===== config.mk =====
export PLATFORM = sky130hd
export DESIGN_NAME = frame_status_classifier
export DESIGN_NICKNAME = d
export VERILOG_FILES = /design/src/rtl/fsc_pkg.sv /design/src/rtl/fsc_beat_tracker.sv /design/src/rtl/fsc_hdr_capture.sv /design/src/rtl/fsc_type_decode.sv /design/src/rtl/frame_status_classifier.sv
export SDC_FILE = /design/constraint.sdc
export NUM_CORES = 1
export LEC_CHECK = 0
export BUFFER_PORTS_ARGS = -buffer_cell sky130_fd_sc_hd__buf_2
export CORE_ASPECT_RATIO = 0.6
export CORE_MARGIN = 4
export CORE_UTILIZATION = 40
export DETAILED_ROUTE_END_ITERATION = 12
export PLACE_DENSITY = 0.59
export SLEW_MARGIN = 40
export SYNTH_ARGS = -nofsm -noshare
export SYNTH_HDL_FRONTEND = slang
export SYNTH_SLANG_ARGS = --single-unit

===== constraint.sdc =====
create_clock -name clk -period 10.3 [get_ports clk]
set_clock_uncertainty 0.1 [all_clocks]
set_input_delay 1.545 -clock clk [delete_from_list [all_inputs] [get_ports clk]]
set_output_delay 1.545 -clock clk [all_outputs]
set_load 0.02 [all_outputs]

===== src/rtl/fsc_pkg.sv =====
package fsc_pkg;
    localparam int BEAT_BYTES = 8;
    localparam int BEAT_W     = BEAT_BYTES * 8;
    localparam int EMPTY_W    = $clog2(BEAT_BYTES);
    localparam int LEN_W      = 16;
    localparam int STAT_W     = 40;
    localparam int ERR_W      = 7;
    localparam int HDR_SLOTS  = 3;
    localparam int HDR_BYTES  = HDR_SLOTS * BEAT_BYTES;
    localparam int DA_BYTES   = 6;
    localparam int TAG_FIRST  = 12;
    localparam int TAG_BYTES  = HDR_BYTES - TAG_FIRST;
    localparam int MIN_FRAME  = 64;
    localparam int BASE_HDR   = 14;
    localparam int TAG_LEN    = 4;
    localparam int FCS_BYTES  = 4;

    // status word fields
    localparam int SW_PAY_LSB = 0;
    localparam int SW_PKT_LSB = 16;
    localparam int SW_STACKED = 32;
    localparam int SW_VLAN    = 33;
    localparam int SW_CTRL    = 34;
    localparam int SW_PAUSE   = 35;
    localparam int SW_BCAST   = 36;
    localparam int SW_MCAST   = 37;
    localparam int SW_UCAST   = 38;
    localparam int SW_PFC     = 39;

    // error vector fields
    localparam int EV_SHORT   = 0;
    localparam int EV_LONG    = 1;
    localparam int EV_LENFLD  = 2;
    localparam int EV_STARVE  = 4;
    localparam int EV_CLIENT  = 5;

    localparam logic [15:0] TY_CTAG   = 16'h8100;
    localparam logic [15:0] TY_STAG   = 16'h88A8;
    localparam logic [15:0] TY_MACCTL = 16'h8808;
    localparam logic [15:0] OPC_PAUSE = 16'h0001;
    localparam logic [15:0] OPC_PFC   = 16'h0101;
    localparam logic [15:0] TY_FLOOR  = 16'h0600;

    typedef enum logic {S_IDLE, S_BODY} trk_state_e;

    function automatic logic [15:0] pick16(input logic [TAG_BYTES*8-1:0] area, input int at);
        return area[TAG_BYTES*8-1-8*at -: 16];
    endfunction
endpackage


===== src/rtl/fsc_beat_tracker.sv =====
module fsc_beat_tracker
    import fsc_pkg::*;
#(
    parameter int IDX_W = 2
) (
    input  logic               clk,
    input  logic               rst_n,
    input  logic               beat_fire,
    input  logic               in_valid,
    input  logic               in_sop,
    input  logic               in_eop,
    input  logic [EMPTY_W-1:0] in_empty,
    input  logic               in_err,
    output logic               frame_done,
    output logic               frame_start,
    output logic               slot_we,
    output logic [IDX_W-1:0]   slot_idx,
    output logic [LEN_W-1:0]   pkt_len,
    output logic               client_err,
    output logic               underflow
);
    localparam logic [LEN_W:0] SAT_TOP = {1'b0, {LEN_W{1'b1}}};

    trk_state_e state_q, state_d;
    logic [LEN_W-1:0] bytes_q;
    logic [IDX_W-1:0] idx_q;
    logic             cerr_q, uf_q;

    logic             take;
    logic [LEN_W-1:0] base;
    logic [IDX_W-1:0] cur_idx;
    logic [LEN_W:0]   sum_full, sum_last;
    logic             cerr_now, uf_now;

    function automatic logic [LEN_W-1:0] sat(input logic [LEN_W:0] v);
        return (v > SAT_TOP) ? {LEN_W{1'b1}} : v[LEN_W-1:0];
    endfunction

    assign take     = rst_n && beat_fire && (in_sop || state_q == S_BODY);
    assign base     = in_sop ? '0 : bytes_q;
    assign cur_idx  = in_sop ? '0 : idx_q;
    assign sum_full = {1'b0, base} + (LEN_W+1)'(BEAT_BYTES);
    assign sum_last = {1'b0, base} + (LEN_W+1)'(BEAT_BYTES) - (LEN_W+1)'(in_empty);
    assign cerr_now = (in_sop ? 1'b0 : cerr_q) | in_err;
    assign uf_now   = in_sop ? 1'b0 : uf_q;

    // state register
    always_ff @(posedge clk) begin
        if (!rst_n) state_q <= S_IDLE;
        else        state_q <= state_d;
    end

    // next state
    always_comb begin
        state_d = state_q;
        unique case (state_q)
            S_IDLE: if (take && in_sop && !in_eop) state_d = S_BODY;
            S_BODY: if (take && in_eop)            state_d = S_IDLE;
            default:                               state_d = S_IDLE;
        endcase
    end

    // per-frame accumulators
    always_ff @(posedge clk) begin
        if (!rst_n) begin
            bytes_q <= '0;
            idx_q   <= '0;
            cerr_q  <= 1'b0;
            uf_q    <= 1'b0;
        end else begin
            if (take && !in_eop) begin
                bytes_q <= sat(sum_full);
                idx_q   <= (cur_idx < IDX_W'(HDR_SLOTS)) ? cur_idx + 1'b1 : cur_idx;
                cerr_q  <= cerr_now;
                uf_q    <= uf_now;
            end
            if (state_q == S_BODY && !in_valid) uf_q <= 1'b1;
        end
    end

    // outputs
    always_comb begin
        frame_done  = take && in_eop;
        frame_start = take && in_sop;
        slot_we     = take && (cur_idx < IDX_W'(HDR_SLOTS));
        slot_idx    = cur_idx;
        pkt_len     = sat(sum_last);
        client_err  = cerr_now;
        underflow   = uf_now;
    end

    p_close_on_eop_r1: assert property (@(posedge clk) disable iff (!rst_n)
        (take && in_eop) |=> (state_q == S_IDLE));
    p_open_on_sop_r11: assert property (@(posedge clk) disable iff (!rst_n)
        (beat_fire && in_sop && !in_eop) |=> (state_q == S_BODY));
    p_idle_holds_r11: assert property (@(posedge clk) disable iff (!rst_n)
        (state_q == S_IDLE && !(beat_fire && in_sop)) |=> (state_q == S_IDLE));
endmodule


===== src/rtl/fsc_hdr_capture.sv =====
module fsc_hdr_capture
    import fsc_pkg::*;
#(
    parameter int IDX_W = 2
) (
    input  logic                   clk,
    input  logic                   rst_n,
    input  logic                   frame_start,
    input  logic                   slot_we,
    input  logic [IDX_W-1:0]       slot_idx,
    input  logic [BEAT_W-1:0]      beat_data,
    output logic [DA_BYTES*8-1:0]  dst_addr,
    output logic [TAG_BYTES*8-1:0] tag_area
);
    for (genvar g = 0; g < HDR_BYTES; g++) begin : g_byte
        localparam int SLOT = g / BEAT_BYTES;
        localparam int LANE = g % BEAT_BYTES;
        if (g < DA_BYTES || g >= TAG_FIRST) begin : g_keep
            logic [7:0] held_q;
            logic [7:0] live;
            logic       hit;
            assign hit  = slot_we && (slot_idx == IDX_W'(SLOT));
            assign live = hit ? beat_data[BEAT_W-1-8*LANE -: 8]
                        : (frame_start ? 8'h00 : held_q);
            always_ff @(posedge clk) begin
                if (!rst_n) held_q <= 8'h00;
                else        held_q <= live;
            end
            if (g < DA_BYTES) begin : g_da
                assign dst_addr[DA_BYTES*8-1-8*g -: 8] = live;
            end else begin : g_tag
                assign tag_area[TAG_BYTES*8-1-8*(g-TAG_FIRST) -: 8] = live;
            end
        end
    end
endmodule


===== src/rtl/fsc_type_decode.sv =====
module fsc_type_decode
    import fsc_pkg::*;
(
    input  logic [DA_BYTES*8-1:0]  dst_addr,
    input  logic [TAG_BYTES*8-1:0] tag_area,
    input  logic [LEN_W-1:0]       pkt_len,
    output logic                   is_stacked,
    output logic                   is_vlan,
    output logic                   is_ctrl,
    output logic                   is_pause,
    output logic                   is_pfc,
    output logic                   is_bcast,
    output logic                   is_mcast,
    output logic                   is_ucast,
    output logic [LEN_W-1:0]       payload_len,
    output logic                   len_mismatch
);
    logic [15:0]      ty_a, ty_b, ty_fin, opc;
    logic [LEN_W-1:0] overhead;

    always_comb begin
        ty_a       = pick16(tag_area, 0);
        ty_b       = pick16(tag_area, 4);
        is_stacked = (ty_a == TY_STAG) || (ty_a == TY_CTAG && ty_b == TY_CTAG);
        is_vlan    = (ty_a == TY_CTAG) && !is_stacked;
        if (is_stacked) begin
            ty_fin   = pick16(tag_area, 8);
            opc      = pick16(tag_area, 10);
            overhead = LEN_W'(BASE_HDR + FCS_BYTES + 2*TAG_LEN);
        end else if (is_vlan) begin
            ty_fin   = ty_b;
            opc      = pick16(tag_area, 6);
            overhead = LEN_W'(BASE_HDR + FCS_BYTES + TAG_LEN);
        end else begin
            ty_fin   = ty_a;
            opc      = pick16(tag_area, 2);
            overhead = LEN_W'(BASE_HDR + FCS_BYTES);
        end
        is_ctrl      = (ty_fin == TY_MACCTL);
        is_pause     = is_ctrl && (opc == OPC_PAUSE);
        is_pfc       = is_ctrl && (opc == OPC_PFC);
        is_bcast     = &dst_addr;
        is_mcast     = !is_bcast && dst_addr[DA_BYTES*8-8];
        is_ucast     = !is_bcast && !is_mcast;
        payload_len  = (pkt_len > overhead) ? pkt_len - overhead : '0;
        len_mismatch = (ty_fin < TY_FLOOR) && (LEN_W'(ty_fin) != payload_len);
    end
endmodule


===== src/rtl/frame_status_classifier.sv =====
module frame_status_classifier
    import fsc_pkg::*;
#(
    parameter int MAX_FRAME_BYTES = 1518
) (
    input  logic               clk,
    input  logic               rst_n,
    input  logic               in_valid,
    input  logic               in_ready,
    input  logic               in_sop,
    input  logic               in_eop,
    input  logic [BEAT_W-1:0]  in_data,
    input  logic [EMPTY_W-1:0] in_empty,
    input  logic               in_err,
    output logic               stat_valid,
    output logic [STAT_W-1:0]  stat_word,
    output logic [ERR_W-1:0]   stat_err
);
    localparam int IDX_W = $clog2(HDR_SLOTS + 1);
    localparam logic [LEN_W-1:0] LEN_CAP = LEN_W'(MAX_FRAME_BYTES);
    localparam logic [LEN_W-1:0] LEN_MIN = LEN_W'(MIN_FRAME);

    logic                   beat_fire, frame_done, frame_start, slot_we;
    logic [IDX_W-1:0]       slot_idx;
    logic [LEN_W-1:0]       pkt_len, payload_len;
    logic                   client_err, underflow;
    logic [DA_BYTES*8-1:0]  dst_addr;
    logic [TAG_BYTES*8-1:0] tag_area;
    logic is_stacked, is_vlan, is_ctrl, is_pause, is_pfc;
    logic is_bcast, is_mcast, is_ucast, len_mismatch;

    assign beat_fire = in_valid && in_ready;

    fsc_beat_tracker #(.IDX_W(IDX_W)) u_track (
        .clk, .rst_n, .beat_fire, .in_valid, .in_sop, .in_eop, .in_empty, .in_err,
        .frame_done, .frame_start, .slot_we, .slot_idx, .pkt_len, .client_err, .underflow
    );

    fsc_hdr_capture #(.IDX_W(IDX_W)) u_hdr (
        .clk, .rst_n, .frame_start, .slot_we, .slot_idx,
        .beat_data(in_data), .dst_addr, .tag_area
    );

    fsc_type_decode u_dec (
        .dst_addr, .tag_area, .pkt_len,
        .is_stacked, .is_vlan, .is_ctrl, .is_pause, .is_pfc,
        .is_bcast, .is_mcast, .is_ucast, .payload_len, .len_mismatch
    );

    always_comb begin
        stat_valid = frame_done;
        stat_word  = '0;
        stat_err   = '0;
        if (frame_done) begin
            stat_word[SW_PAY_LSB +: 16] = payload_len;
            stat_word[SW_PKT_LSB +: 16] = pkt_len;
            stat_word[SW_STACKED]       = is_stacked;
            stat_word[SW_VLAN]          = is_vlan;
            stat_word[SW_CTRL]          = is_ctrl;
            stat_word[SW_PAUSE]         = is_pause;
            stat_word[SW_BCAST]         = is_bcast;
            stat_word[SW_MCAST]         = is_mcast;
            stat_word[SW_UCAST]         = is_ucast;
            stat_word[SW_PFC]           = is_pfc;
            stat_err[EV_SHORT]          = pkt_len < LEN_MIN;
            stat_err[EV_LONG]           = pkt_len > LEN_CAP;
            stat_err[EV_LENFLD]         = len_mismatch;
            stat_err[EV_STARVE]         = underflow;
            stat_err[EV_CLIENT]         = client_err;
        end
    end

    p_strobe_on_beat_r1: assert property (@(posedge clk) disable iff (!rst_n)
        stat_valid |-> (in_valid && in_ready && in_eop));
    p_quiet_outputs_r1: assert property (@(posedge clk) disable iff (!rst_n)
        !stat_valid |-> (stat_word == '0 && stat_err == '0));
    p_one_kind_r8: assert property (@(posedge clk) disable iff (!rst_n)
        stat_valid |-> ($countones(stat_word[SW_UCAST:SW_BCAST]) == 1));
    p_tag_excl_r6: assert property (@(posedge clk) disable iff (!rst_n)
        stat_valid |-> !(stat_word[SW_STACKED] && stat_word[SW_VLAN]));
    p_opcode_in_ctrl_r7: assert property (@(posedge clk) disable iff (!rst_n)
        (stat_valid && (stat_word[SW_PAUSE] || stat_word[SW_PFC])) |-> stat_word[SW_CTRL]);
    p_pause_pfc_excl_r7: assert property (@(posedge clk) disable iff (!rst_n)
        stat_valid |-> $onehot0({stat_word[SW_PAUSE], stat_word[SW_PFC]}));
endmodule


==> results.sh, run 1 <==
export IMPL_ys_ff_latch=165
export IMPL_yosysMostFrequentCell="nand2_1"
export IMPL_rsz0062_at_grt="no"
export IMPL_crit_path_start_kind="input port"
export IMPL_vias_per_cell=5.974
export IMPL_cts_buffers=17
export IMPL_die_w_um=209.0
export IMPL_dpl_hpwl_mm=25.63
export IMPL_drt_first_pass_iters=5
export IMPL_critPathCapture="stat_err[2]"
export IMPL_syn_to_final_growth_pct=15.06
export IMPL_final_cell_area_mm2=0.01116
export IMPL_power_density_mw_per_mm2=133.2
export IMPL_cts_root_buf="clkbuf_16"
export IMPL_synth_avg_cell_area_um2=7.140
export IMPL_yosysWarnings=0
export IMPL_synth_common_cells="216 x nand2_1, 168 x a21oi_1, 165 x dfxtp_1"
export IMPL_grt_pass1_wl_mm=53.87
export IMPL_hp_class="register to register"
export IMPL_clk_pin_slew_ns=0.07
export IMPL_grt_antenna_before_repair=0
export IMPL_ys_seq_area_share_pct=34.07
export IMPL_yosysTopAreaCellShare_pct=34.07
export IMPL_ys_flop_type="dfxtp_1"
export IMPL_critPathMaxFanout=33
export IMPL_slew_headroom_pct=38.83
export IMPL_nNetsFinal=1506
export IMPL_cp_arrival_ns=8.04
export IMPL_core_mm2=0.02346
export IMPL_reg2reg_to="u_track.bytes_q[3]"
export IMPL_timing_rr_start="u_track.bytes_q[6]"
export IMPL_io_pins=122
export IMPL_synth_async_reset_ratio_pct=0
export IMPL_antennaDiodeCount=0
export IMPL_floorplan_initialDensity_pct=41.33
export IMPL_finalCoreUtilization_pct=47.56
export IMPL_synthSimpleGateAreaFrac_pct=35.41
export IMPL_drive_gt1_share_pct=13.95
export IMPL_grt_usage_pct=25.09
export IMPL_tritoncts="built"
export IMPL_drc=0
export IMPL_outcome="finished clean"
export IMPL_die_height_um=128.6
export IMPL_place_area_mm2=0.01048
export IMPL_avgRoutedWirePerCell_um=19.94
export IMPL_die_area_mm2=0.02688
export IMPL_reg2reg_slack_ns=6.95
export IMPL_yosys_area_top_type="dfxtp_1"
export IMPL_worstMarginPinSlew_ns=0.9120
export IMPL_vias=10450
export IMPL_cpMostUsedCell="a211oi_1"
export IMPL_r2r_cells=10
export IMPL_gp_congestion=1.005
export IMPL_drt_iter0_markers=1124
export IMPL_period_share_pct=93.99
export IMPL_worstSetupPathType="input port to primary output"
export IMPL_synth_cells=1358
export IMPL_vdd_ir_drop_max_mv=0.1006
export IMPL_ctsLongestPathBuffers=2
export IMPL_syn_area_mm2=0.009696
export IMPL_ys_top_cells_by_area="dfxtp_1 34%, a21oi_1 8.7%, nand2_1 8.4%"
export IMPL_htreeDepth=4
export IMPL_synthMuxAreaShare_pct=1.174
export IMPL_synth_xor_area_share_pct=2.349
export IMPL_row_count=43
export IMPL_period_minus_slack_ns=9.681
export IMPL_fin_cells=1749
export IMPL_place_inst=1716
export IMPL_fmax_ghz=0.1033
export IMPL_cp_startpoint="in_sop"
export IMPL_synth_top_family_by_area="simple AND/OR/NAND/NOR gates"
export IMPL_grt_overflow=0
export IMPL_synth_edf_count=0
export IMPL_grt_max_degree=73
export IMPL_wirelength_mm=34.87
export IMPL_ant_nets=0
export IMPL_synth_compound_area_share_pct=20.47
export IMPL_grt_pass1_vias=9333
export IMPL_worst_path_largest_cell_delay_ns=0.49
export IMPL_drv_slew=0
export IMPL_cts_sinks=165
export IMPL_fin_tns_setup_ns=0
export IMPL_setup_viol_count_final=0
export IMPL_cap_violations=0
export IMPL_total_power_w=0.001486
export IMPL_p_leak_nw=4.175
export IMPL_cp_slowest_cell="a2111oi_1"
export IMPL_io_buffers=119
export IMPL_synthAdderAreaFrac_pct=1.574
export IMPL_yosysUniqueCellTypes=78
export IMPL_crit_required_ns=8.66
export IMPL_clkLatencyLatePin_ns=0.43
export IMPL_end_kind="primary output"
export IMPL_hold_violations=0
-- per-layer routing --
layer	routed length, um	part of all wire (%)	global-route usage, %
met5	0	0	0
met3	3589	10	6.628
met1	17520	50	40.43
met2	13300	38	32.55
met4	469	1.3	5.406
-- layout by cell type, fill, tap and decap left out, types with 13 or more instances in the layout --
cell         n
and2_1      47
nand4_1     40
clkbuf_16   17
nor4_1      31
nand3_1    130
xnor2_1     21
dfxtp_1    165
inv_1       23
a21oi_1    167
nor3_1      31
nor2_1     101
a31oi_1     13
buf_2      119
o21ai_0     58
and3_1      17
nand2_1    215
buf_4       19
-- report_power, final --
part           internal, W  switching (W)  leakage, nW
Combinational    0.0000481       0.000104         2.54
Clock             0.000415       0.000270        0.305
Sequential        0.000644     0.00000501         1.33
-- worst max-delay path, delay by kind of cell --
| kind | cells | cell delay, ns |
|---|---|---|
| multiplexers | 1 | 0.35 |
| XOR/XNOR | 1 | 0.37 |
| buffers and inverters | 6 | 1.13 |
| AO/OA/AOI/OAI | 8 | 1.49 |
| AND/OR/NAND/NOR | 9 | 2.36 |
| adder cells (fa/ha/maj) | 2 | 0.76 |
-- registers in the layout, indices dropped and copies added, names as in the netlist --
name	flops
u_hdr.g_byte.g_keep.held_q	144
u_track.bytes_q	16
u_track.cerr_q	1
u_track.idx_q	2
u_track.state_q	1
u_track.uf_q	1
-- worst min-delay path by stage --
| stage | from | to | cells after the start |
|---|---|---|---|
| floorplan | u_track.bytes_q[0] | u_track.bytes_q[0] | 2 |
| global placement | u_track.bytes_q[0] | u_track.bytes_q[0] | 2 |
| detailed placement | u_track.bytes_q[0] | u_track.bytes_q[0] | 2 |
| CTS | u_track.bytes_q[0] | u_track.bytes_q[0] | 2 |
| global route | u_hdr.g_byte[22].g_keep.held_q[5] | u_hdr.g_byte[22].g_keep.held_q[5] | 2 |
| finish | u_track.bytes_q[0] | u_track.bytes_q[0] | 2 |
-- timing repair --
item | CTS | global route
resized for setup | 0 | 2
buffers inserted | 0 | 0
endpoints found under the setup margin | 0 | 1
hold buffers | 0 | 0
-- cell families (layout without fill, tap and decap cells) --
group / Yosys count / count (layout)
compound gates: 334 / 334
xor+xnor: 26 / 26
fa+ha+maj: 11 / 11
buf+inv: 121 / 196
flops: 165 / 165
mux: 10 / 10
other cells: 1 / 2
simple gates: 690 / 690
-- per-stage QoR --
stage	setup WS [ns]	hold slack (ns)
2_1_floorplan	0.8358	0.3366
3_3_place_gp	0.7668	0.3477
3_5_place_dp	0.5938	0.3504
4_1_cts	0.5798	0.3602
5_1_grt	0.09646	0.3873
6_report	0.6192	0.3588
-- area by class of cell --
type	instances	area, um2
Clock buffer	22	494.2
Clock inverter	10	140.1
Fill cell	2432	12300
Inverter	25	96.34
Multi-Input combinational cell	1073	5962
Sequential cell	165	3303
Tap cell	315	394.1
Timing Repair Buffer	139	765.7
Note: power is estimated with default switching activity, not from simulation.
==> run 2, diff against run 1 <==
--- a/config.mk
+++ b/config.mk
@@ -10,6 +10,7 @@
 export CORE_MARGIN = 4
 export CORE_UTILIZATION = 40
 export DETAILED_ROUTE_END_ITERATION = 12
+export MAX_ROUTING_LAYER = met4
 export PLACE_DENSITY = 0.59
 export SLEW_MARGIN = 40
 export SYNTH_ARGS = -nofsm -noshare
==> results.sh, run 2 (synthesis gave the netlist of run 1 again) <==
export IMPL_outcome="finished clean"
export IMPL_cp_slowest_cell="or4_1"
export IMPL_syn_to_final_growth_pct=14.20
export IMPL_vias_per_cell=6.004
export IMPL_avgRoutedWirePerCell_um=20.20
export IMPL_vdd_ir_drop_max_mv=0.1084
export IMPL_ctsHoldBuffers=0
export IMPL_tritoncts="built"
export IMPL_place_area_mm2=0.01047
export IMPL_whs_path_depth=2
export IMPL_largest_reg_flops=144
export IMPL_vias=10490
export IMPL_critPathBufInv=4
export IMPL_layout_setup_ws_ns=0.6696
export IMPL_critPathMaxFanout=33
export IMPL_drt_first_pass_iters=5
export IMPL_reg_top3="u_hdr.g_byte.g_keep.held_q (144), u_track.bytes_q (16), u_track.idx_q (2)"
export IMPL_regArea_mm2=0.003303
export IMPL_crit_chain="buf_2, buf_4, nor2b_1, fa_1, a21oi_1, nand3_1, or4_1, nor2_1, a31oi_1, or2_1, nor2_1, inv_1, fa_1, a21oi_1, a211oi_1, or4_4, a211o_1, or4_1, nand3_1, mux2i_1, o2111ai_1, nor4bb_1, a211oi_1, buf_2"
export IMPL_htreeDepth=4
export IMPL_clkLatencyLatePin_ns=0.44
export IMPL_cts_root_buf="clkbuf_16"
export IMPL_postCtsSetupBuffers=0
export IMPL_fmax_ghz=0.1038
export IMPL_io_buffers=119
export IMPL_io_pins=122
export IMPL_min_to="u_hdr.g_byte[4].g_keep.held_q[7]"
export IMPL_ant_nets=0
export IMPL_die_height_um=128.6
export IMPL_layout_common_cells="214 x nand2_1, 168 x a21oi_1, 165 x dfxtp_1"
export IMPL_total_power_w=0.001454
export IMPL_setup_viol_count_final=0
export IMPL_nNetsFinal=1504
export IMPL_crit_required_ns=8.66
export IMPL_die_w_um=209.0
export IMPL_grt_antenna_before_repair=1
export IMPL_path_depth=24
export IMPL_slew_headroom_pct=43.39
export IMPL_grt_pass1_vias=9232
export IMPL_layout_commonest_cell="nand2_1"
export IMPL_power_density_mw_per_mm2=131.3
export IMPL_worstMarginPinSlew_ns=0.8483
export IMPL_cp_startpoint="in_sop"
export IMPL_cts_buffers=17
export IMPL_period_minus_slack_ns=9.630
export IMPL_reg2reg_slack_ns=7.01
export IMPL_worstSetupPathType="input port to primary output"
export IMPL_floorplan_initialDensity_pct=41.33
export IMPL_timing_rr_start="u_track.bytes_q[5]"
export IMPL_largest_register="u_hdr.g_byte.g_keep.held_q"
export IMPL_cp_arrival_ns=7.99
export IMPL_fin_cells=1747
export IMPL_fin_tns_setup_ns=0
export IMPL_reg2reg_to="u_track.bytes_q[3]"
export IMPL_wirelength_mm=35.30
export IMPL_grt_overflow=0
export IMPL_die_area_mm2=0.02688
export IMPL_place_inst=1715
export IMPL_rsz0062_at_grt="no"
export IMPL_clk_pin_slew_ns=0.06
export IMPL_drt_iter0_markers=1250
export IMPL_final_cell_area_mm2=0.01107
export IMPL_ctsResizeCount=0
export IMPL_drc=0
export IMPL_grt_max_degree=69
export IMPL_cts_sinks=165
export IMPL_core_mm2=0.02346
export IMPL_hold_path_startpoint="u_hdr.g_byte[4].g_keep.held_q[7]"
export IMPL_row_count=43
export IMPL_drive_gt1_share_pct=13.70
export IMPL_crit_path_start_kind="input port"
export IMPL_ctsLongestPathBuffers=2
export IMPL_drv_slew=0
export IMPL_end_kind="primary output"
export IMPL_grt_pass1_wl_mm=54.81
export IMPL_multi_input_area_mm2=0.005957
export IMPL_dpl_hpwl_mm=26.07
export IMPL_dpl_worst_slack_ns=0.7501
export IMPL_gp_congestion=1.010
export IMPL_fillers=2465
export IMPL_critical_path_top_delay_family="simple AND/OR/NAND/NOR gates"
export IMPL_worst_path_largest_cell_delay_ns=0.50
export IMPL_cap_violations=0
export IMPL_p_leak_nw=4.131
export IMPL_grt_usage_pct=26.39
export IMPL_r2r_cells=10
export IMPL_hold_violations=0
export IMPL_hp_class="register to register"
export IMPL_period_share_pct=93.50
[run 2: changes by cell type in the layout (fill, tap and decap cells not counted), sizes merged]
cell and delta:
clkbuf -4, inv -1, clkinv +4, buf -2, diode +1
[run 2: through the flow]
stage	util, %	hold slack (ns)
after floorplan	-	0.3366
final	47.20	0.3670
after global placement	44.62	0.3477
after CTS	47.15	0.3675
after global routing	47.20	0.3882
after detailed placement	44.64	0.3592
[run 2: final cells by class]
type / count / share of cell area [%]
sequential: 165 / 29.83
antenna: 1 / 0.02260
inverter: 25 / 0.8702
clock inverter: 13 / 1.435
clock buffer: 18 / 3.876
timing repair buffer: 137 / 6.600
multi-input combinational: 1073 / 53.80
tap: 315 / 3.560
[run 2: routing by layer]
| layer | global-route usage, % | vias to the layer above | routed length [um] |
|---|---|---|---|
| li1 | - | 4994 | - |
| met1 | 42.59 | 5026 | 18540 |
| met2 | 32.42 | 435 | 13440 |
| met3 | 6.165 | 34 | 2972 |
| met4 | 4.563 | 0 | 350 |
| met5 | - | - | 0 |
[run 2: tightest hold or removal path, stage by stage, from the launching register on]
cell and delay (ns):
dfxtp_1 0.31, nand3_1 0.06, a21oi_1 0.06
[run 2: worst max-delay path by stage]
stage / endpoint
floorplan: stat_err[2]
global placement: stat_err[2]
detailed placement: stat_err[2]
CTS: stat_err[2]
global route: stat_err[2]
finish: stat_err[2]
[run 2: report_power, final]
group | total, W | leakage [nW] | internal (W) | switching, W
combinational | 0.000151 | 2.52 | 0.0000477 | 0.000104
sequential | 0.000649 | 1.33 | 0.000644 | 0.00000510
clock | 0.000654 | 0.282 | 0.000379 | 0.000275
==> run 3, diff against run 2 <==
--- a/config.mk
+++ b/config.mk
@@ -11,7 +11,7 @@
 export CORE_UTILIZATION = 40
 export DETAILED_ROUTE_END_ITERATION = 12
 export MAX_ROUTING_LAYER = met4
-export PLACE_DENSITY = 0.59
+export PLACE_DENSITY = 0.61
 export SLEW_MARGIN = 40
 export SYNTH_ARGS = -nofsm -noshare
 export SYNTH_HDL_FRONTEND = slang
==> constraint.sdc (replaced) <==
create_clock -name clk -period 8.6 [get_ports clk]
set_clock_uncertainty 0.1 [all_clocks]
set_input_delay 1.29 -clock clk [delete_from_list [all_inputs] [get_ports clk]]
set_output_delay 1.29 -clock clk [all_outputs]
set_load 0.02 [all_outputs]
==> results.sh, run 3 (synthesis gave the netlist of run 1 again) <==
export IMPL_layout_commonest_cell="nand2_1"
export IMPL_fillers=2402
export IMPL_avgRoutedWirePerCell_um=20.23
export IMPL_worstSetupPathType="input port to primary output"
export IMPL_grt_usage_pct=26.25
export IMPL_hold_ws_ns=0.3646
export IMPL_clk_pin_slew_ns=0.06
export IMPL_vdd_ir_drop_max_mv=0.1116
export IMPL_core_mm2=0.02346
export IMPL_reg2reg_slack_ns=5.24
export IMPL_gp_congestion=0.9734
export IMPL_fin_cells=1763
export IMPL_grt_pass1_wl_mm=54.52
export IMPL_drv_slew=0
export IMPL_vias_per_cell=5.943
export IMPL_die_w_um=209.0
export IMPL_crit_required_ns=7.21
export IMPL_regArea_mm2=0.003303
export IMPL_reg_top3="u_hdr.g_byte.g_keep.held_q (144), u_track.bytes_q (16), u_track.idx_q (2)"
export IMPL_place_inst=1731
export IMPL_setup_viol_count_final=0
export IMPL_cts_sinks=165
export IMPL_cts_buffers=17
export IMPL_worst_path_largest_cell_delay_ns=0.67
export IMPL_total_power_w=0.001782
export IMPL_slew_headroom_pct=46.25
export IMPL_crit_chain="buf_2, nand2b_1, clkinv_1, ha_1, inv_1, nor4_1, mux2_2, nor2_1, buf_4, a21oi_1, nor2_2, nand2_1, ha_1, a21o_1, a21oi_1, o2bb2ai_1, nor4_1, nand4b_1, nor3_1, xnor2_1, a2111oi_0, nor4bb_2, a211oi_2, buf_2"
export IMPL_grt_antenna_before_repair=2
export IMPL_nNetsFinal=1520
export IMPL_wirelength_mm=35.66
export IMPL_critPathMaxFanout=6
export IMPL_grt_overflow=0
export IMPL_layout_setup_ws_ns=0.1095
export IMPL_largest_reg_flops=144
export IMPL_fmax_ghz=0.1178
export IMPL_multi_input_area_mm2=0.005987
export IMPL_cap_violations=0
export IMPL_syn_to_final_growth_pct=16.07
export IMPL_grt_max_degree=77
export IMPL_p_sw_w=0.0004488
export IMPL_floorplan_initialDensity_pct=41.33
export IMPL_whs_path_depth=2
export IMPL_clkLatencyLatePin_ns=0.44
export IMPL_pwr_share_clk_pct=45.7
export IMPL_power_density_mw_per_mm2=158.3
export IMPL_drt_first_pass_iters=6
export IMPL_dpl_hpwl_mm=26.06
export IMPL_io_pins=122
export IMPL_min_to="u_hdr.g_byte[14].g_keep.held_q[5]"
export IMPL_end_kind="primary output"
export IMPL_ctsLongestPathBuffers=2
export IMPL_pwr_share_comb_pct=10.7
export IMPL_p_leak_nw=4.224
export IMPL_tritoncts="built"
export IMPL_critPathBufInv=5
export IMPL_vias=10480
export IMPL_ant_nets=0
export IMPL_grt_pass1_vias=9428
export IMPL_io_buffers=119
export IMPL_r2r_cells=10
export IMPL_cp_slowest_cell="a2111oi_0"
export IMPL_htreeDepth=4
export IMPL_outcome="finished clean"
export IMPL_die_area_mm2=0.02688
export IMPL_row_count=43
export IMPL_postCtsSetupBuffers=0
export IMPL_cp_arrival_ns=7.10
export IMPL_largest_register="u_hdr.g_byte.g_keep.held_q"
export IMPL_hp_class="register to register"
export IMPL_pwr_share_seq_pct=43.6
export IMPL_layout_common_cells="216 x nand2_1, 166 x a21oi_1, 165 x dfxtp_1"
export IMPL_worstMarginPinSlew_ns=0.7977
export IMPL_swShare_pct=25.19
export IMPL_cts_root_buf="clkbuf_16"
export IMPL_die_height_um=128.6
export IMPL_timing_rr_start="u_track.bytes_q[5]"
export IMPL_path_depth=24
export IMPL_drt_iter0_markers=1406
export IMPL_dpl_worst_slack_ns=0.2161
export IMPL_hold_violations=0
export IMPL_reg2reg_to="u_track.bytes_q[3]"
export IMPL_hold_path_startpoint="u_hdr.g_byte[14].g_keep.held_q[5]"
export IMPL_critical_path_top_delay_family="simple AND/OR/NAND/NOR gates"
export IMPL_drive_gt1_share_pct=14.73
export IMPL_period_minus_slack_ns=8.491
export IMPL_crit_path_start_kind="input port"
export IMPL_drc=0
export IMPL_power_internal_w=0.001333
export IMPL_period_share_pct=98.73
-- run 3: per-layer routing --
metal,routed length [um],GRT usage [%],vias up
li1,-,-,5036
met1,18020,40.93,4957
met2,14180,34.36,458
met3,3111,6.165,27
met4,347,3.873,0
met5,0,-,-
-- run 3: repair_timing --
item,4_1_cts,5_1_grt
hold endpoints to repair,0,0
gates resized for setup,0,6
endpoints found under the setup margin,0,1
hold buffers,0,0
-- run 3: area by class of cell --
| type | instances | share of cell area, % |
|---|---|---|
| Sequential cell | 165 | 29.35 |
| Clock inverter | 8 | 1.334 |
| Clock buffer | 22 | 4.125 |
| Antenna cell | 2 | 0.04447 |
| Multi-Input combinational cell | 1073 | 53.20 |
| Timing Repair Buffer | 153 | 7.594 |
| Inverter | 25 | 0.8450 |
| Tap cell | 315 | 3.502 |
-- run 3: power by group through the flow --
stage / Combinational, W / Sequential [W] / Clock [W]
global placement: 0.000181 / 0.000794 / 0
global route: 0.000204 / 0.000778 / 0.000855
floorplan: 0.000106 / 0.000791 / 0
detailed placement: 0.000182 / 0.000794 / 0
finish: 0.000190 / 0.000777 / 0.000814
CTS: 0.000183 / 0.000777 / 0.000825
-- run 3: worst max-delay path by stage --
stage,slack (ns),end,from
detailed placement,0.22,stat_err[2],in_sop
floorplan,0.04,stat_err[2],in_sop
finish,0.11,stat_err[2],in_sop
global route,-0.19,stat_err[2],in_sop
CTS,0.22,stat_err[2],in_sop
global placement,0.37,stat_err[2],in_sop
-- run 3: per-stage QoR --
step	utilization, %	instance area, um2	TNS, ns
CTS	47.84	11220	0
global placement	45.20	10600	0
finish	47.97	11250	0
floorplan	-	9718	0
detailed placement	45.22	10610	0
global route	47.97	11250	-0.1925
-- run 3: worst register-to-register path, stage by stage, from the launching register on --
cell     delay, ns
dfxtp_1       0.51
nand4_1       0.50
nor4_1        0.72
xnor2_1       0.13
nor2_1        0.26
nand2_1       0.13
nor4_1        0.25
a41o_1        0.28
inv_1         0.11
and3_1        0.19
a21oi_1       0.12
